$ cat src/rtl/pfs_pkg.sv
package pfs_pkg;

    typedef enum logic [2:0] {
        PS_NORMAL = 3'd0,
        PS_WARN   = 3'd1,
        PS_RESET  = 3'd2,
        PS_BACKUP = 3'd3,
        PS_POR    = 3'd4
    } pfs_state_e;

    localparam logic [7:0] PFS_IRQ_VECTOR = 8'h2B;

    // flag indices inside the conditioned flag vector
    localparam int FLG_WARN = 0;
    localparam int FLG_MIN  = 1;
    localparam int FLG_BAT  = 2;
    localparam int FLG_NUM  = 3;

endpackage

$ cat src/rtl/pfs_flag_filter.sv
module pfs_flag_filter #(
    parameter int FILT_CYCLES = 4
) (
    input  logic clk,
    input  logic rst_n,
    input  logic flag_a,
    output logic flag_f
);
    localparam int CW = (FILT_CYCLES < 2) ? 1 : $clog2(FILT_CYCLES);

    logic          meta_q;
    logic          sync_q;
    logic [CW-1:0] hold_q;

    // two-flop synchronizer
    always_ff @(posedge clk or negedge rst_n) begin
        if (!rst_n) begin
            meta_q <= 1'b0;
            sync_q <= 1'b0;
        end else begin
            meta_q <= flag_a;
            sync_q <= meta_q;
        end
    end

    // accept a new level only after it has held FILT_CYCLES cycles
    always_ff @(posedge clk or negedge rst_n) begin
        if (!rst_n) begin
            flag_f <= 1'b0;
            hold_q <= '0;
        end else if (sync_q == flag_f) begin
            hold_q <= '0;
        end else if (hold_q == CW'(FILT_CYCLES - 1)) begin
            flag_f <= sync_q;
            hold_q <= '0;
        end else begin
            hold_q <= hold_q + 1'b1;
        end
    end
endmodule

$ cat src/rtl/pfs_por_timer.sv
module pfs_por_timer #(
    parameter int POR_CYCLES = 21504
) (
    input  logic clk,
    input  logic rst_n,
    input  logic run,
    output logic done
);
    localparam int CW = $clog2(POR_CYCLES + 1);

    logic [CW-1:0] cnt_q;

    always_ff @(posedge clk or negedge rst_n) begin
        if (!rst_n) begin
            cnt_q <= '0;
        end else if (run) begin
            cnt_q <= cnt_q + 1'b1;
        end else begin
            cnt_q <= '0;
        end
    end

    assign done = run && (cnt_q == CW'(POR_CYCLES - 1));
endmodule

$ cat src/rtl/pfs_fsm.sv
module pfs_fsm
    import pfs_pkg::*;
(
    input  logic       clk,
    input  logic       rst_n,
    input  logic       f_warn,
    input  logic       f_min,
    input  logic       f_bat,
    input  logic       por_done,
    input  logic       warn_en,
    output pfs_state_e state_q,
    output logic       warn_irq,
    output logic       cpu_reset,
    output logic       bat_sel,
    output logic       core_off
);
    pfs_state_e state_d;

    // next state, most severe flag first
    always_comb begin
        state_d = state_q;
        unique case (state_q)
            PS_NORMAL, PS_WARN: begin
                if (f_bat)       state_d = PS_BACKUP;
                else if (f_min)  state_d = PS_RESET;
                else if (f_warn) state_d = PS_WARN;
                else             state_d = PS_NORMAL;
            end
            PS_RESET, PS_BACKUP: begin
                if (f_bat)       state_d = PS_BACKUP;
                else if (f_min)  state_d = PS_RESET;
                else             state_d = PS_POR;
            end
            PS_POR: begin
                if (f_bat)         state_d = PS_BACKUP;
                else if (f_min)    state_d = PS_RESET;
                else if (por_done) state_d = f_warn ? PS_WARN : PS_NORMAL;
                else               state_d = PS_POR;
            end
            default: state_d = PS_POR;
        endcase
    end

    // state register and interrupt pulse
    always_ff @(posedge clk or negedge rst_n) begin
        if (!rst_n) begin
            state_q  <= PS_POR;
            warn_irq <= 1'b0;
        end else begin
            state_q  <= state_d;
            warn_irq <= warn_en && (state_q == PS_NORMAL) && (state_d == PS_WARN);
        end
    end

    // outputs decoded from state
    always_comb begin
        cpu_reset = 1'b0;
        bat_sel   = 1'b0;
        core_off  = 1'b0;
        unique case (state_q)
            PS_NORMAL, PS_WARN: cpu_reset = 1'b0;
            PS_RESET, PS_POR:   cpu_reset = 1'b1;
            PS_BACKUP: begin
                cpu_reset = 1'b1;
                bat_sel   = 1'b1;
                core_off  = 1'b1;
            end
            default:            cpu_reset = 1'b1;
        endcase
    end
endmodule

$ cat src/rtl/pwr_fail_supervisor.sv
module pwr_fail_supervisor
    import pfs_pkg::*;
#(
    parameter int FILT_CYCLES = 4,
    parameter int POR_CYCLES  = 21504,
    parameter int N_CE        = 4
) (
    input  logic            clk,
    input  logic            rst_n,
    input  logic            warn_en,
    input  logic            below_warn_a,
    input  logic            below_min_a,
    input  logic            below_bat_a,
    input  logic [N_CE-1:0] ce_n_in,
    input  logic            rw_n_in,
    output logic [N_CE-1:0] ce_n_out,
    output logic            rw_n_out,
    output logic            warn_irq,
    output logic [7:0]      irq_vector,
    output logic            cpu_reset,
    output logic            bat_sel,
    output logic            core_off,
    output logic [2:0]      state_o
);
    logic [FLG_NUM-1:0] flags_a;
    logic [FLG_NUM-1:0] flags_f;
    logic               por_done;
    pfs_state_e         state_q;

    assign flags_a[FLG_WARN] = below_warn_a;
    assign flags_a[FLG_MIN]  = below_min_a;
    assign flags_a[FLG_BAT]  = below_bat_a;

    for (genvar g = 0; g < FLG_NUM; g++) begin : g_flag
        pfs_flag_filter #(.FILT_CYCLES(FILT_CYCLES)) filt_i (
            .clk    (clk),
            .rst_n  (rst_n),
            .flag_a (flags_a[g]),
            .flag_f (flags_f[g])
        );
    end

    pfs_por_timer #(.POR_CYCLES(POR_CYCLES)) por_i (
        .clk   (clk),
        .rst_n (rst_n),
        .run   (state_q == PS_POR),
        .done  (por_done)
    );

    pfs_fsm fsm_i (
        .clk       (clk),
        .rst_n     (rst_n),
        .f_warn    (flags_f[FLG_WARN]),
        .f_min     (flags_f[FLG_MIN]),
        .f_bat     (flags_f[FLG_BAT]),
        .por_done  (por_done),
        .warn_en   (warn_en),
        .state_q   (state_q),
        .warn_irq  (warn_irq),
        .cpu_reset (cpu_reset),
        .bat_sel   (bat_sel),
        .core_off  (core_off)
    );

    // bus override during reset
    assign ce_n_out   = cpu_reset ? '1 : ce_n_in;
    assign rw_n_out   = cpu_reset | rw_n_in;
    assign irq_vector = PFS_IRQ_VECTOR;
    assign state_o    = state_q;
endmodule

$ cat config.mk
export PLATFORM = sky130hd
export DESIGN_NAME = pwr_fail_supervisor
export DESIGN_NICKNAME = d
export VERILOG_FILES = /design/src/rtl/pfs_pkg.sv /design/src/rtl/pfs_flag_filter.sv /design/src/rtl/pfs_por_timer.sv /design/src/rtl/pfs_fsm.sv /design/src/rtl/pwr_fail_supervisor.sv
export SDC_FILE = /design/constraint.sdc
export NUM_CORES = 1
export LEC_CHECK = 0
export BUFFER_PORTS_ARGS = -buffer_cell sky130_fd_sc_hd__buf_2
export CAP_MARGIN = 40
export CORE_MARGIN = 2
export CORE_UTILIZATION = 35
export DETAILED_ROUTE_END_ITERATION = 8
export PLACE_DENSITY = 0.51
export SKIP_LAST_GASP = 1
export SLEW_MARGIN = 25
export SYNTH_ARGS = -nofsm -noshare
export SYNTH_HDL_FRONTEND = slang
export SYNTH_SLANG_ARGS = --single-unit
$ cat constraint.sdc
create_clock -name clk -period 2.7 [get_ports clk]
set_clock_uncertainty 0.15 [all_clocks]
set_input_delay 0.27 -clock clk [delete_from_list [all_inputs] [get_ports clk]]
set_output_delay 0.27 -clock clk [all_outputs]
set_load 0.05 [all_outputs]
## Word-level counts from Yosys, hierarchy flattened

Cells that the tools add are included.

| storage, ports and cells | value |
|---|---|
| bits in latches | 0 |
| memory bits (writable) | 0 |
| bits in read-only memories | 0 |
| memories | 0 |
| input bits | 11 |
| word-level logic and storage cells | 63 |
| bits in registers | 34 |

| cells by class | value |
|---|---|
| eq/ne operators | 12 |
| order comparisons | 0 |
| bitwise operators | 4 |
| multiplexer cells | 19 |
| reductions and logical operators | 9 |
| divide/modulo/power cells | 0 |
| add/sub/neg operators | 4 |
| multiply operators | 0 |
| shift operators | 0 |

Operator list:

| operator | number |
|---|---|
| 3-bit two-way mux | 7 |
| 15-bit by 1-bit adder with 15-bit output (second input constant) | 1 |
| 15-bit == test (second input constant) | 1 |
| 15-bit two-way mux | 1 |
| 2-bit two-way mux | 6 |
| 3-bit case mux with 3 select lines | 1 |
| 2-bit by 1-bit adder with 2-bit output (second input constant) | 3 |
| 2-bit == test (second input constant) | 3 |
| 3-bit by 1-bit == test with 1-bit output (second input constant) | 2 |
| 3-bit by 2-bit == test with 1-bit output (second input constant) | 2 |
| 2-bit AND reduction | 3 |
| 4-bit two-way mux | 1 |
| 2-bit OR reduction | 2 |
| 1-bit == test | 3 |
| 3-bit == test (second input constant) | 1 |
| 1-bit logical AND | 3 |
| 3-bit logical NOT | 1 |
| 1-bit two-way mux | 3 |
| 1-bit inverter | 3 |
| 1-bit OR | 1 |

## Logic depth before layout (Yosys ltp)

Gate-level depths: netlist (run 1).

| logic depth | value |
|---|---|
| word-level depth | 8 |
| mapped depth | 5 |
| mapped depth without buffers | 4 |

## By module

A second synthesis (run 1) with hierarchy kept.

| unflattened totals | value |
|---|---|
| cells, all modules | 148 |
| area, all modules | 1,612.8 um^2 |

Modules (own cells, without submodules):

| module | cells each | area each (um^2) | times used |
|---|---|---|---|
| pfs_por_timer | 79 | 780.7 | 1 |
| pfs_flag_filter | 10 | 173.9 | 3 |
| pfs_fsm | 23 | 203.9 | 1 |
| pwr_fail_supervisor | 16 | 106.4 | 1 |

## Worst setup path before layout (run 1)

OpenSTA, ideal clock, no wires.

| path | value |
|---|---|
| path type | register to output |
| start | register fsm_i.state_q[1] |
| end | output port core_off |
| data arrival time | 1.680 ns |
| setup slack | 0.600 ns |
| path buffers | 2 |
| stages on the path, launching flop included | 4 |
| path through | dfrtp_1 > clkbuf_1 > and3_1 > buf_4 |

| on the way | value |
|---|---|
| word-level cells in the longest chain between the ends | 2 |

Ends and longest elaborated chain:

| item | RTL line | RTL |
|---|---|---|
| start, declared | pfs_fsm.sv:11 | `output pfs_state_e state_q,` |
| start signal, assigned | pfs_fsm.sv:50 | `state_q <= state_d;` |
| 3-bit by 2-bit == test with 1-bit output | - |  |
| 1-bit two-way mux | - |  |
| end, declared | pwr_fail_supervisor.sv:22 | `output logic core_off,` |

No other way between the ends.

## Worst setup path in the final report (run 1)

| path | value |
|---|---|
| start | register por_i.cnt_q[3] |
| end | register fsm_i.state_q[0] |

| on the way | value |
|---|---|
| word-level cells in the longest chain between the ends | 6 |

Ends and longest elaborated chain:

| item | RTL line | RTL |
|---|---|---|
| start, declared | pfs_por_timer.sv:11 | `logic [CW-1:0] cnt_q;` |
| start signal, assigned | pfs_por_timer.sv:17 | `cnt_q <= cnt_q + 1'b1;` |
| 15-bit == test | pfs_por_timer.sv:23 | `assign done = run && (cnt_q == CW'(POR_CYCLES - 1));` |
| 1-bit logical AND | pfs_por_timer.sv:23 |  |
| 3-bit two-way mux | pfs_fsm.sv:37 | `else if (por_done) state_d = f_warn ? PS_WARN : PS_NORMAL;` |
| 3-bit two-way mux | pfs_fsm.sv:36 | `else if (f_min) state_d = PS_RESET;` |
| 3-bit two-way mux | pfs_fsm.sv:35 | `if (f_bat) state_d = PS_BACKUP;` |
| 3-bit case mux with 3 select lines | pfs_fsm.sv:22 | `unique case (state_q)` |
| net fsm_i.state_d[0] | pfs_fsm.sv:17 | `pfs_state_e state_d;` |

The timed path passes the listed nets, and every way through them passes these cells.
A chain may end at the register's enable or synchronous reset.

==> run_results.csv, run 1 <==
group,metric,value,unit
pwr,peakVddDrop,0.000293,V
timing,tightest_slew,0.542,ns
logic_synthesis,ys_ff_latch,34,
global_route,grt_pass1_vias,1005,
worst_setup_path,cp-end-kind,"register",
pwr,total_power,1.72,mW
routing,drtAntennaViolNets,0,
global_route,grt_pass1_wl,4.64,mm
floorplan,die_h,70.6,um
cells_and_area,multi_input_comb_area,617,sq um
global_route,antenna_found_initial,0,
global_route,grt_overflow,0,
cells_and_area,final_cell_mix,"33 x dfrtp_1, 22 x buf_2, 17 x nor2_1, 10 x xor2_1, 8 x conb_1",
timing,max-slew-margin-rel,63.8,%
floorplan,core_area,4320,sq um
clock_tree,clk_latency,0.29,ns
clock_tree,cts_root_buf,"clkbuf_8",
routing,vias_per_cell,4.69,
worst_setup_path,critPathBufInv,0,
worst_setup_path,regToRegSetupSlack,0.81,ns
min_path,min_path_type,"input port to register",
worst_setup_path,cp_top_family,"simple AND/OR/NAND/NOR gates",
worst_setup_path,rr_startpoint,"por_i.cnt_q[3]$_DFF_PN0_",
clock_tree,post_cts_buffers,0,
worst_setup_path,reg2regPathDepth,4,
floorplan,die_w,70.6,um
floorplan,row_count,24,
routing,finalWirelength,2.69,mm
min_path,hp-start,"warn_en",
clock_tree,clk_pin_slew,0.07,ns
pwr,p_leak,0.838,nW
cells_and_area,area_growth,16.9,%
placement,pre_cts_ws,0.808,ns
timing,fmax,529,MHz
global_route,grt_usage,12.1,%
timing,final.setup.worst_slack,0.809,ns
floorplan,io_pins,31,
logic_synthesis,synth_area,1550,sq um
logic_synthesis,async_reset_ff_share,100,%
routing,vias,1031,
worst_setup_path,crit_cells,4,
clock_tree,h-tree-depth,2,
min_path,whs_path_depth,3,
routing,wl_met3,183,um
placement,dp_hpwl,1.83,mm
timing,finalHoldViolations,0,
clock_tree,cts_tree,"yes",
worst_setup_path,critPathLaunchType,"register",
worst_setup_path,crit_path_max_incr_delay,0.44,ns
logic_synthesis,synth_cells,141,
run,cap_viol_max_count,0,
logic_synthesis,syn_avg_cell_area,11.0,sq um
worst_setup_path,crit_arrival,1.92,ns
pwr,powerDensity,946,nW/um^2
timing,setup_tns,0,ns
cells_and_area,layout-drive-gt1-share,23.2,%
min_path,min_to,"fsm_i.warn_irq$_DFF_PN0_",
cells_and_area,antenna_cells,0,
placement,place_congestion,0.773,
clock_tree,cts_buffers,5,
clock_tree,cts.sinks,34,
routing,highest_layer,"met4",
logic_synthesis,ys_types,31,
global_route,grt_max_degree,35,
run_status,status,"finished clean",
worst_setup_path,r2r_end,"fsm_i.state_q[0]$_DFF_PN0_",
cells_and_area,nFillCells,439,
timing,period_needed,1.89,ns
routing,drc_errors,0,
worst_setup_path,path_cells,"and4_1, nand3_4, or4_4, o41ai_2",
cells_and_area,nets,182,
cells_and_area,fin_cells,220,
logic_synthesis,synth_edf_count,0,
floorplan,initial_core_util,35.9,%
timing,drv_slew,0,
clock_tree,cts_resized,0,
logic_synthesis,synth_warnings,0,
logic_synthesis,synthFlopType,"dfrtp_1",
timing,period_share,70.0,%
routing,wl_per_cell,12.2,um
worst_setup_path,worstPathRequired,2.73,ns
placement,numPortBuffers,22,
clock_tree,cts.path.max_buffers,2,
routing,first_iter_violations,115,
routing,wl_met2,1.20,mm
floorplan,die_area,4980,sq um
logic_synthesis,synth.yosys.seq_area_share,54.9,%
timing,setup-violations-final,0,
cells_and_area,final_common_cell,"dfrtp_1",
worst_setup_path,cp_slowest_cell,"or4_4",
placement,placed_cells,207,
worst_setup_path,path_max_fanout,8,
routing,dr.pass1.iters,4,
cells_and_area,regArea,852,sq um
routing,wl_met1,1.22,mm
timing,rsz0062_at_grt,"no",
worst_setup_path,critical_path_class,"register to register",
==> registers in the layout (all words and copies together) (netlist names) <==
| register | flops |
|---|---|
| fsm_i.state_q | 3 |
| por_i.cnt_q | 15 |
| fsm_i.warn_irq | 1 |
| g_flag.filt_i.flag_f | 3 |
| g_flag.filt_i.sync_q | 3 |
| g_flag.filt_i.hold_q | 6 |
| g_flag.filt_i.meta_q | 3 |
==> cells by family (layout without fill, tap and decap cells) <==
family / Yosys count / after routing / share of synthesized area, %
flip-flops: 34 / 34 / 54.9
XOR/XNOR: 15 / 15 / 8.47
adder cells (fa/ha/maj): 4 / 4 / 3.23
other: 2 / 8 / 0.484
AND/OR/NAND/NOR: 58 / 58 / 20.6
multiplexers: 2 / 2 / 1.45
AO/OA/AOI/OAI: 9 / 9 / 4.11
buffers and inverters: 17 / 38 / 6.77
==> worst max-delay path by stage <==
stage	start	end	slack, ns
2_1_floorplan	fsm_i.state_q[1]$_DFF_PN0_	core_off	0.60
3_5_place_dp	por_i.cnt_q[3]$_DFF_PN0_	fsm_i.state_q[0]$_DFF_PN0_	0.81
5_1_grt	por_i.cnt_q[3]$_DFF_PN0_	fsm_i.state_q[0]$_DFF_PN0_	0.70
6_report	por_i.cnt_q[3]$_DFF_PN0_	fsm_i.state_q[0]$_DFF_PN0_	0.81
3_3_place_gp	por_i.cnt_q[2]$_DFF_PN0_	fsm_i.state_q[0]$_DFF_PN0_	0.88
4_1_cts	por_i.cnt_q[3]$_DFF_PN0_	fsm_i.state_q[0]$_DFF_PN0_	0.79
==> per-layer routing <==
metal	vias to the layer above	global-route usage, %
li1	505	-
met1	483	15.3
met2	35	17.8
met3	8	3.85
met4	0	8.18
met5	-	0
==> power breakdown <==
part / internal, mW / switching, mW / total, mW / leakage [nW]
combinational: 0.194 / 0.426 / 0.621 / 0.348
clock: 0.205 / 0.177 / 0.382 / 0.0482
sequential: 0.613 / 0.101 / 0.714 / 0.441
==> stage by stage <==
| step | cell area (sq um) | hold slack, ns | utilization (%) |
|---|---|---|---|
| floorplan | 1570 | -0.176 | - |
| global placement | 1660 | 0.184 | 38.3 |
| detailed placement | 1660 | 0.185 | 38.3 |
| CTS | 1790 | 0.0576 | 41.3 |
| global route | 1810 | 0.0703 | 42.0 |
| finish | 1810 | 0.0588 | 42.0 |
==> cell usage after synthesis, types with 3 or more instances <==
library cell / count / area, sq um
nor2b_1: 3 / 18.8
dfrtp_1: 33 / 826
buf_4: 9 / 67.6
inv_1: 3 / 11.3
nand2_1: 7 / 26.3
nand3_1: 3 / 15.0
and3_1: 4 / 25.0
nor2_1: 17 / 63.8
or3_1: 6 / 37.5
o21ai_0: 3 / 15.0
nand4_1: 6 / 37.5
nor3_1: 3 / 15.0
xor2_1: 10 / 87.6
a21oi_1: 3 / 15.0
xnor2_1: 5 / 43.8
clkbuf_1: 4 / 15.0
ha_1: 4 / 50.1
==> area by class of cell <==
cell class,instances,share of cell area [%]
inverter,3,0.621
timing repair buffer,27,9.79
multi-input combinational,96,34.0
clock buffer,7,4.76
clock inverter,1,0.276
tap,52,3.59
sequential,34,47.0
==> worst reg2reg max path: cells and delay by family (launching register included) <==
family | cells | cell delay, ns
flops | 1 | 0.40
simple gates | 3 | 0.94
compound gates | 1 | 0.30
==> what timing repair did <==
item | CTS | global route
hold endpoints to repair | 36 | 0
endpoints found under the setup margin | 0 | 0
hold buffers | 4 | 0
No activity file was read; power rests on OpenSTA's default activity.
==> inputs of run 2 (changes only) <==
==> constraint.sdc (replaced) <==
create_clock -name clk -period 1.75 [get_ports clk]
set_clock_uncertainty 0.15 [all_clocks]
set_input_delay 0.175 -clock clk [delete_from_list [all_inputs] [get_ports clk]]
set_output_delay 0.175 -clock clk [all_outputs]
set_load 0.05 [all_outputs]
==> run 2 against run 1 <==
Against the previous run:
- power is 62% higher
- die area unchanged
- wire length increased by 6.5%
- combinational power rose by 79%
- worst hold slack better by 0.14 ns
- cell count is 6.4% higher
- global-route usage is 0.31 points higher
- core utilization is 2.8 points higher
- non-clock buffer count increased by 14
- setup slack worse by 0.76 ns
- first-iteration DRC count is 39% lower
- largest power group is now combinational cells
- highest routed layer unchanged
==> run_results.csv, run 2 (same netlist as run 1, synthesis figures left out) <==
group,metric,value,unit
floorplan,core_area,4320,sq um
worst_setup_path,cp-end-kind,"register",
cells_and_area,layout-drive-gt1-share,30.8,%
pwr,peakVddDrop,0.000526,V
cells_and_area,nFillCells,433,
global_route,antenna_found_initial,0,
routing,drc_errors,0,
clock_tree,h-tree-depth,2,
pwr,p_leak,0.908,nW
timing,setup-violations-final,0,
clock_tree,cts_root_buf,"clkbuf_8",
cells_and_area,final_area,1940,sq um
clock_tree,cts.path.max_buffers,2,
timing,fmax,589,MHz
worst_setup_path,crit_path_max_incr_delay,0.43,ns
clock_tree,cts_tree,"yes",
placement,dp_hpwl,1.98,mm
routing,first_iter_violations,70,
clock_tree,cts_buffers,5,
global_route,grt_usage,12.4,%
placement,place_area,1760,sq um
cells_and_area,largest_register_ffs,15,
routing,dr.pass1.iters,4,
run,cap_viol_max_count,0,
routing,vias,1112,
timing,drv_slew,0,
global_route,grt_pass1_vias,1075,
cells_and_area,largest-register,"por_i.cnt_q",
run_status,status,"finished clean",
routing,drtAntennaViolNets,0,
placement,pre_cts_ws,0.0219,ns
cells_and_area,multi_input_comb_area,626,sq um
placement,numPortBuffers,22,
worst_setup_path,path_cells,"and4_2, nand3_4, or4_4, o41ai_2",
cells_and_area,nets,196,
floorplan,die_w,70.6,um
global_route,grt_max_degree,35,
clock_tree,cts.sinks,34,
global_route,grt_overflow,0,
routing,wl_per_cell,12.2,um
timing,rsz0062_at_grt,"yes",
min_path,min_path_type,"register to register",
timing,period_needed,1.70,ns
worst_setup_path,cp_top_family,"simple AND/OR/NAND/NOR gates",
cells_and_area,final_cell_mix,"32 x dfrtp_1, 22 x buf_2, 17 x nor2_1, 12 x buf_4, 10 x xor2_1",
timing,final.setup.worst_slack,0.0514,ns
timing,finalHoldViolations,0,
worst_setup_path,crit_arrival,1.73,ns
floorplan,row_count,24,
worst_setup_path,critPathBufInv,0,
floorplan,die_h,70.6,um
floorplan,initial_core_util,35.9,%
cells_and_area,regArea,853,sq um
global_route,grt_pass1_wl,4.83,mm
cells_and_area,antenna_cells,0,
placement,place_congestion,0.820,
worst_setup_path,worstPathRequired,1.78,ns
floorplan,die_area,4980,sq um
worst_setup_path,critPathLaunchType,"register",
cells_and_area,final_common_cell,"dfrtp_1",
worst_setup_path,critical_path_class,"register to register",
clock_tree,clk_pin_slew,0.07,ns
routing,vias_per_cell,4.75,
floorplan,io_pins,31,
routing,finalWirelength,2.86,mm
cells_and_area,reg_top3,"por_i.cnt_q: 15 flops, g_flag.filt_i.hold_q: 6 flops",
worst_setup_path,path_max_fanout,4,
worst_setup_path,cp_slowest_cell,"or4_4",
cells_and_area,area_growth,24.8,%
pwr,powerDensity,1440,nW/um^2
clock_tree,clk_latency,0.28,ns
timing,period_share,97.1,%
## run 2: through the flow
| step | setup TNS [ns] | hold slack [ns] | util [%] | total power [mW] | std cells |
|---|---|---|---|---|---|
| finish | 0 | 0.199 | 44.8 | 2.78 | 234 |
| global route | -0.0157 | 0.216 | 44.8 | 2.96 | 234 |
| CTS | 0 | 0.203 | 44.7 | 2.83 | 234 |
| detailed placement | 0 | -0.00182 | 40.8 | 2.15 | 219 |
| global placement | 0 | -0.00761 | 40.8 | 2.10 | 219 |
| floorplan | 0 | -0.271 | - | 1.88 | 147 |
## run 2: final cells by class
class | instances | share of cell area [%]
Sequential cell | 34 | 44.1
Clock inverter | 1 | 0.258
Inverter | 3 | 0.581
Clock buffer | 7 | 4.46
Tap cell | 52 | 3.36
Multi-Input combinational cell | 96 | 32.3
Timing Repair Buffer | 41 | 15.0
## run 2: path summary, 6_finish.rpt
kind	cells past startpoint	to	slack, ns	from
min in group asynchronous	3	g_flag[1].filt_i.hold_q[1]$_DFF_PN0_	0.23	rst_n
max in group asynchronous	3	fsm_i.state_q[2]$_DFF_PN1_	0.98	rst_n
hold reg to reg	0	g_flag[2].filt_i.sync_q$_DFF_PN0_	0.20	g_flag[2].filt_i.meta_q$_DFF_PN0_
setup reg to reg	4	fsm_i.state_q[0]$_DFF_PN0_	0.05	por_i.cnt_q[5]$_DFF_PN0_
setup / recovery	4	fsm_i.state_q[0]$_DFF_PN0_	0.05	por_i.cnt_q[5]$_DFF_PN0_
hold / removal	0	g_flag[2].filt_i.sync_q$_DFF_PN0_	0.20	g_flag[2].filt_i.meta_q$_DFF_PN0_
## run 2: routing by layer
layer | global-route usage (%) | vias to the layer above | part of all wire [%] | wire length [um]
met3 | 4.56 | 5 | 6.4 | 182
met5 | 0 | - | 0 | 0
met2 | 20.4 | 35 | 48 | 1380
li1 | - | 535 | - | -
met1 | 14.9 | 537 | 44 | 1250
met4 | 5.03 | 0 | 1.7 | 48
## run 2: what timing repair did
| item | 4_1_cts | 5_1_grt |
|---|---|---|
| gates resized for setup | 0 | 2 |
| setup buffers | 2 | 0 |
| endpoints found under the hold margin | 38 | 0 |
| hold buffers | 5 | 0 |
| gates cloned | 0 | 0 |
| setup endpoints to repair | 2 | 2 |
## run 2: power breakdown
| group | internal [mW] | switching (mW) | total, mW |
|---|---|---|---|
| clock | 0.317 | 0.272 | 0.589 |
| combinational | 0.410 | 0.704 | 1.11 |
| sequential | 0.947 | 0.132 | 1.08 |
| total | 1.67 | 1.11 | 2.78 |
==> inputs of run 3 (changes only) <==
--- a/config.mk
+++ b/config.mk
@@ -15,4 +15,5 @@
 export SLEW_MARGIN = 25
 export SYNTH_ARGS = -nofsm -noshare
 export SYNTH_HDL_FRONTEND = slang
+export SYNTH_HIERARCHICAL = 1
 export SYNTH_SLANG_ARGS = --single-unit
==> run 3 against run 2 <==
Against the previous run:
- the run now ends with setup timing left
- flip-flop and latch count did not move
- non-clock buffer count is 1 lower
- wire length increased by 12%
- area after synthesis rose by 4.0%
- sequential share of layout area decreased by 3.1 points
- first-iteration DRC count increased by 2.9%
- power rose by 7.5%
- sequential power about the same
- combinational power grew 20%
- register-to-register slack worse by 0.28 ns
- largest cell class unchanged
==> run_results.csv, run 3 <==
group,metric,value,unit
floorplan,core_area,4380,sq um
run_status,violations,"setup timing",
placement,place_area,1860,sq um
pwr,p_leak,0.929,nW
routing,vias_per_cell,4.96,
pwr,total_power,2.99,mW
global_route,grt_usage,13.7,%
clock_tree,clk_latency,0.28,ns
timing,rsz0062_at_grt,"yes",
clock_tree,h-tree-depth,2,
logic_synthesis,ys_types,35,
global_route,grt_overflow,0,
pwr,p_seq_share,36.5,%
pwr,switching_share,41.0,%
logic_synthesis,synth_warnings,6,
worst_setup_path,regToRegSetupSlack,-0.23,ns
global_route,antenna_found_initial,0,
worst_setup_path,critical_path_class,"register to register",
cells_and_area,largest_register_ffs,15,
worst_setup_path,reg2regPathDepth,6,
logic_synthesis,synth_area,1610,sq um
global_route,grt_pass1_vias,1182,
routing,vias,1210,
cells_and_area,final_cell_mix,"32 x dfrtp_1, 16 x buf_2, 13 x buf_4, 9 x a21oi_1",
placement,pre_cts_ws,-0.247,ns
logic_synthesis,yosys.area.top_type,"dfrtp_1",
routing,drtAntennaViolNets,0,
global_route,grt_max_degree,18,
floorplan,row_count,24,
floorplan,initial_core_util,36.8,%
run_status,status,"finished, violations left",
pwr,peakVddDrop,0.000501,V
cells_and_area,reg_top3,"por_i/cnt_q: 15 flops, g_flag.filt_i/hold_q: 6 flops",
timing,drv_slew,0,
timing,period_share,113,%
logic_synthesis,synth_cells,148,
logic_synthesis,syn_avg_cell_area,10.9,sq um
worst_setup_path,cp-end-kind,"register",
logic_synthesis,synth_area_leaders,"dfrtp_1 51%, buf_4 4.2%, ha_1 3.9%",
routing,wl_per_cell,13.2,um
routing,drc_errors,0,
placement,placed_cells,228,
clock_tree,cts_buffers,5,
timing,fmax,505,MHz
logic_synthesis,async_reset_ff_share,100,%
logic_synthesis,synthFlopType,"dfrtp_1",
timing,finalHoldViolations,0,
pwr,p_switching,1.23,mW
worst_setup_path,path_max_fanout,2,
clock_tree,cts.path.max_buffers,2,
global_route,grt_pass1_wl,5.39,mm
clock_tree,cts_tree,"yes",
cells_and_area,fin_cells,244,
floorplan,die_area,5170,sq um
logic_synthesis,ys_ff_latch,34,
pwr,clkPwrFrac,19.0,%
pwr,p_int,1.76,mW
routing,dr.pass1.iters,4,
logic_synthesis,synth_commonest_cells,"33 x dfrtp_1, 9 x a21oi_1, 9 x buf_4",
pwr,comb_power_share,44.5,%
worst_setup_path,worstPathRequired,1.80,ns
cells_and_area,layout-drive-gt1-share,37.5,%
pwr,powerDensity,1430,nW/um^2
run,cap_viol_max_count,0,
placement,dp_hpwl,2.25,mm
min_path,min_path_type,"input port to async pin",
cells_and_area,area_growth,29.8,%
cells_and_area,final_util,47.7,%
logic_synthesis,synth_most_common_cell,"dfrtp_1",
logic_synthesis,synth.yosys.seq_area_share,52.8,%
cells_and_area,nets,207,
clock_tree,cts.sinks,34,
placement,numPortBuffers,22,
cells_and_area,final_common_cell,"dfrtp_1",
floorplan,die_h,71.9,um
cells_and_area,largest-register,"por_i/cnt_q",
timing,final.setup.worst_slack,-0.232,ns
worst_setup_path,crit_arrival,2.03,ns
cells_and_area,final_area,2090,sq um
clock_tree,cts_root_buf,"clkbuf_8",
worst_setup_path,critPathLaunchType,"register",
routing,first_iter_violations,72,
routing,finalWirelength,3.21,mm
floorplan,io_pins,31,
cells_and_area,antenna_cells,0,
placement,place_congestion,0.731,
timing,period_needed,1.98,ns
clock_tree,clk_pin_slew,0.07,ns
logic_synthesis,synth_edf_count,0,
timing,setup-violations-final,7,
floorplan,die_w,71.9,um
logic_synthesis,synth_top_area_share,51.2,%
==> run 3: changes by cell type after synthesis, sizes merged, moves of 4 or more <==
cell   delta
or2       +5
nor2      -9
xor2      -8
a21oi     +6
o31ai     +4
and3      -4
==> run 3: path summary, 6_finish.rpt <==
check	start	end
max	fsm_i/state_q[2]$_DFF_PN1_	fsm_i/state_q[0]$_DFF_PN0_
min	rst_n	g_flag[0].filt_i/meta_q$_DFF_PN0_
max reg2reg	fsm_i/state_q[2]$_DFF_PN1_	fsm_i/state_q[0]$_DFF_PN0_
min reg2reg	g_flag[1].filt_i/meta_q$_DFF_PN0_	g_flag[1].filt_i/sync_q$_DFF_PN0_
max in group asynchronous	rst_n	por_i/cnt_q[2]$_DFF_PN0_
min in group clk	g_flag[1].filt_i/meta_q$_DFF_PN0_	g_flag[1].filt_i/sync_q$_DFF_PN0_
==> run 3: power groups by stage <==
stage / Combinational, mW / Clock, mW / Sequential [mW]
after global placement: 1.20 / 0 / 1.10
final: 1.33 / 0.567 / 1.09
after floorplan: 0.749 / 0 / 1.25
after global routing: 1.45 / 0.639 / 1.12
after detailed placement: 1.22 / 0 / 1.11
after CTS: 1.33 / 0.591 / 1.10
==> run 3: through the flow <==
stage          TNS [ns]  hold slack (ns)
3_3_place_gp     -0.343          -0.0390
4_1_cts          -0.717            0.195
3_5_place_dp     -0.489          -0.0359
5_1_grt           -1.24            0.209
2_1_floorplan    -0.864           -0.271
6_report         -0.638            0.188
==> run 3: logic make-up (layout without fill, tap and decap cells) <==
kind of cell	count (synthesis)	after routing	synth area share [%]
fa+ha+maj	5	5	3.88
xor+xnor	6	6	3.26
flops	34	34	52.8
other cells	2	8	0.466
simple gates	58	59	21.9
buf+inv	17	54	6.52
compound gates	21	21	7.84
mux	5	5	3.34
==> run 3: routing by layer <==
| metal | up-vias | GRT usage [%] | share of wire (%) |
|---|---|---|---|
| met5 | - | 0 | 0 |
| met4 | 0 | 5.66 | 0.72 |
| met1 | 582 | 16.1 | 42 |
| met2 | 41 | 23.4 | 50 |
| li1 | 585 | - | - |
| met3 | 2 | 4.08 | 6.6 |
==> run 3: cell type report <==
cell class / instances / area (sq um)
clock inverter: 3 / 21.3
sequential: 34 / 857
fill: 418 / 2290
clock buffer: 5 / 68.8
inverter: 6 / 22.5
tap: 52 / 65.1
multi-input combinational: 104 / 763
timing repair buffer: 40 / 295
==> run 3: critical path, stage by stage, from the launching register on <==
cell      delay (ns)
dfstp_4         0.62
nor3b_4         0.20
nand2b_1        0.09
or3b_4          0.39
nor4_4          0.16
a31oi_1         0.13
o221ai_2        0.16
==> run 3: what timing repair did <==
item | in CTS | in global routing
cloned | 0 | 1
hold buffers | 5 | 0
buffers inserted | 1 | 1
setup endpoints to repair | 8 | 13
pin swaps | 1 | 5
resized for setup | 14 | 5
endpoints found under the hold margin | 18 | 0
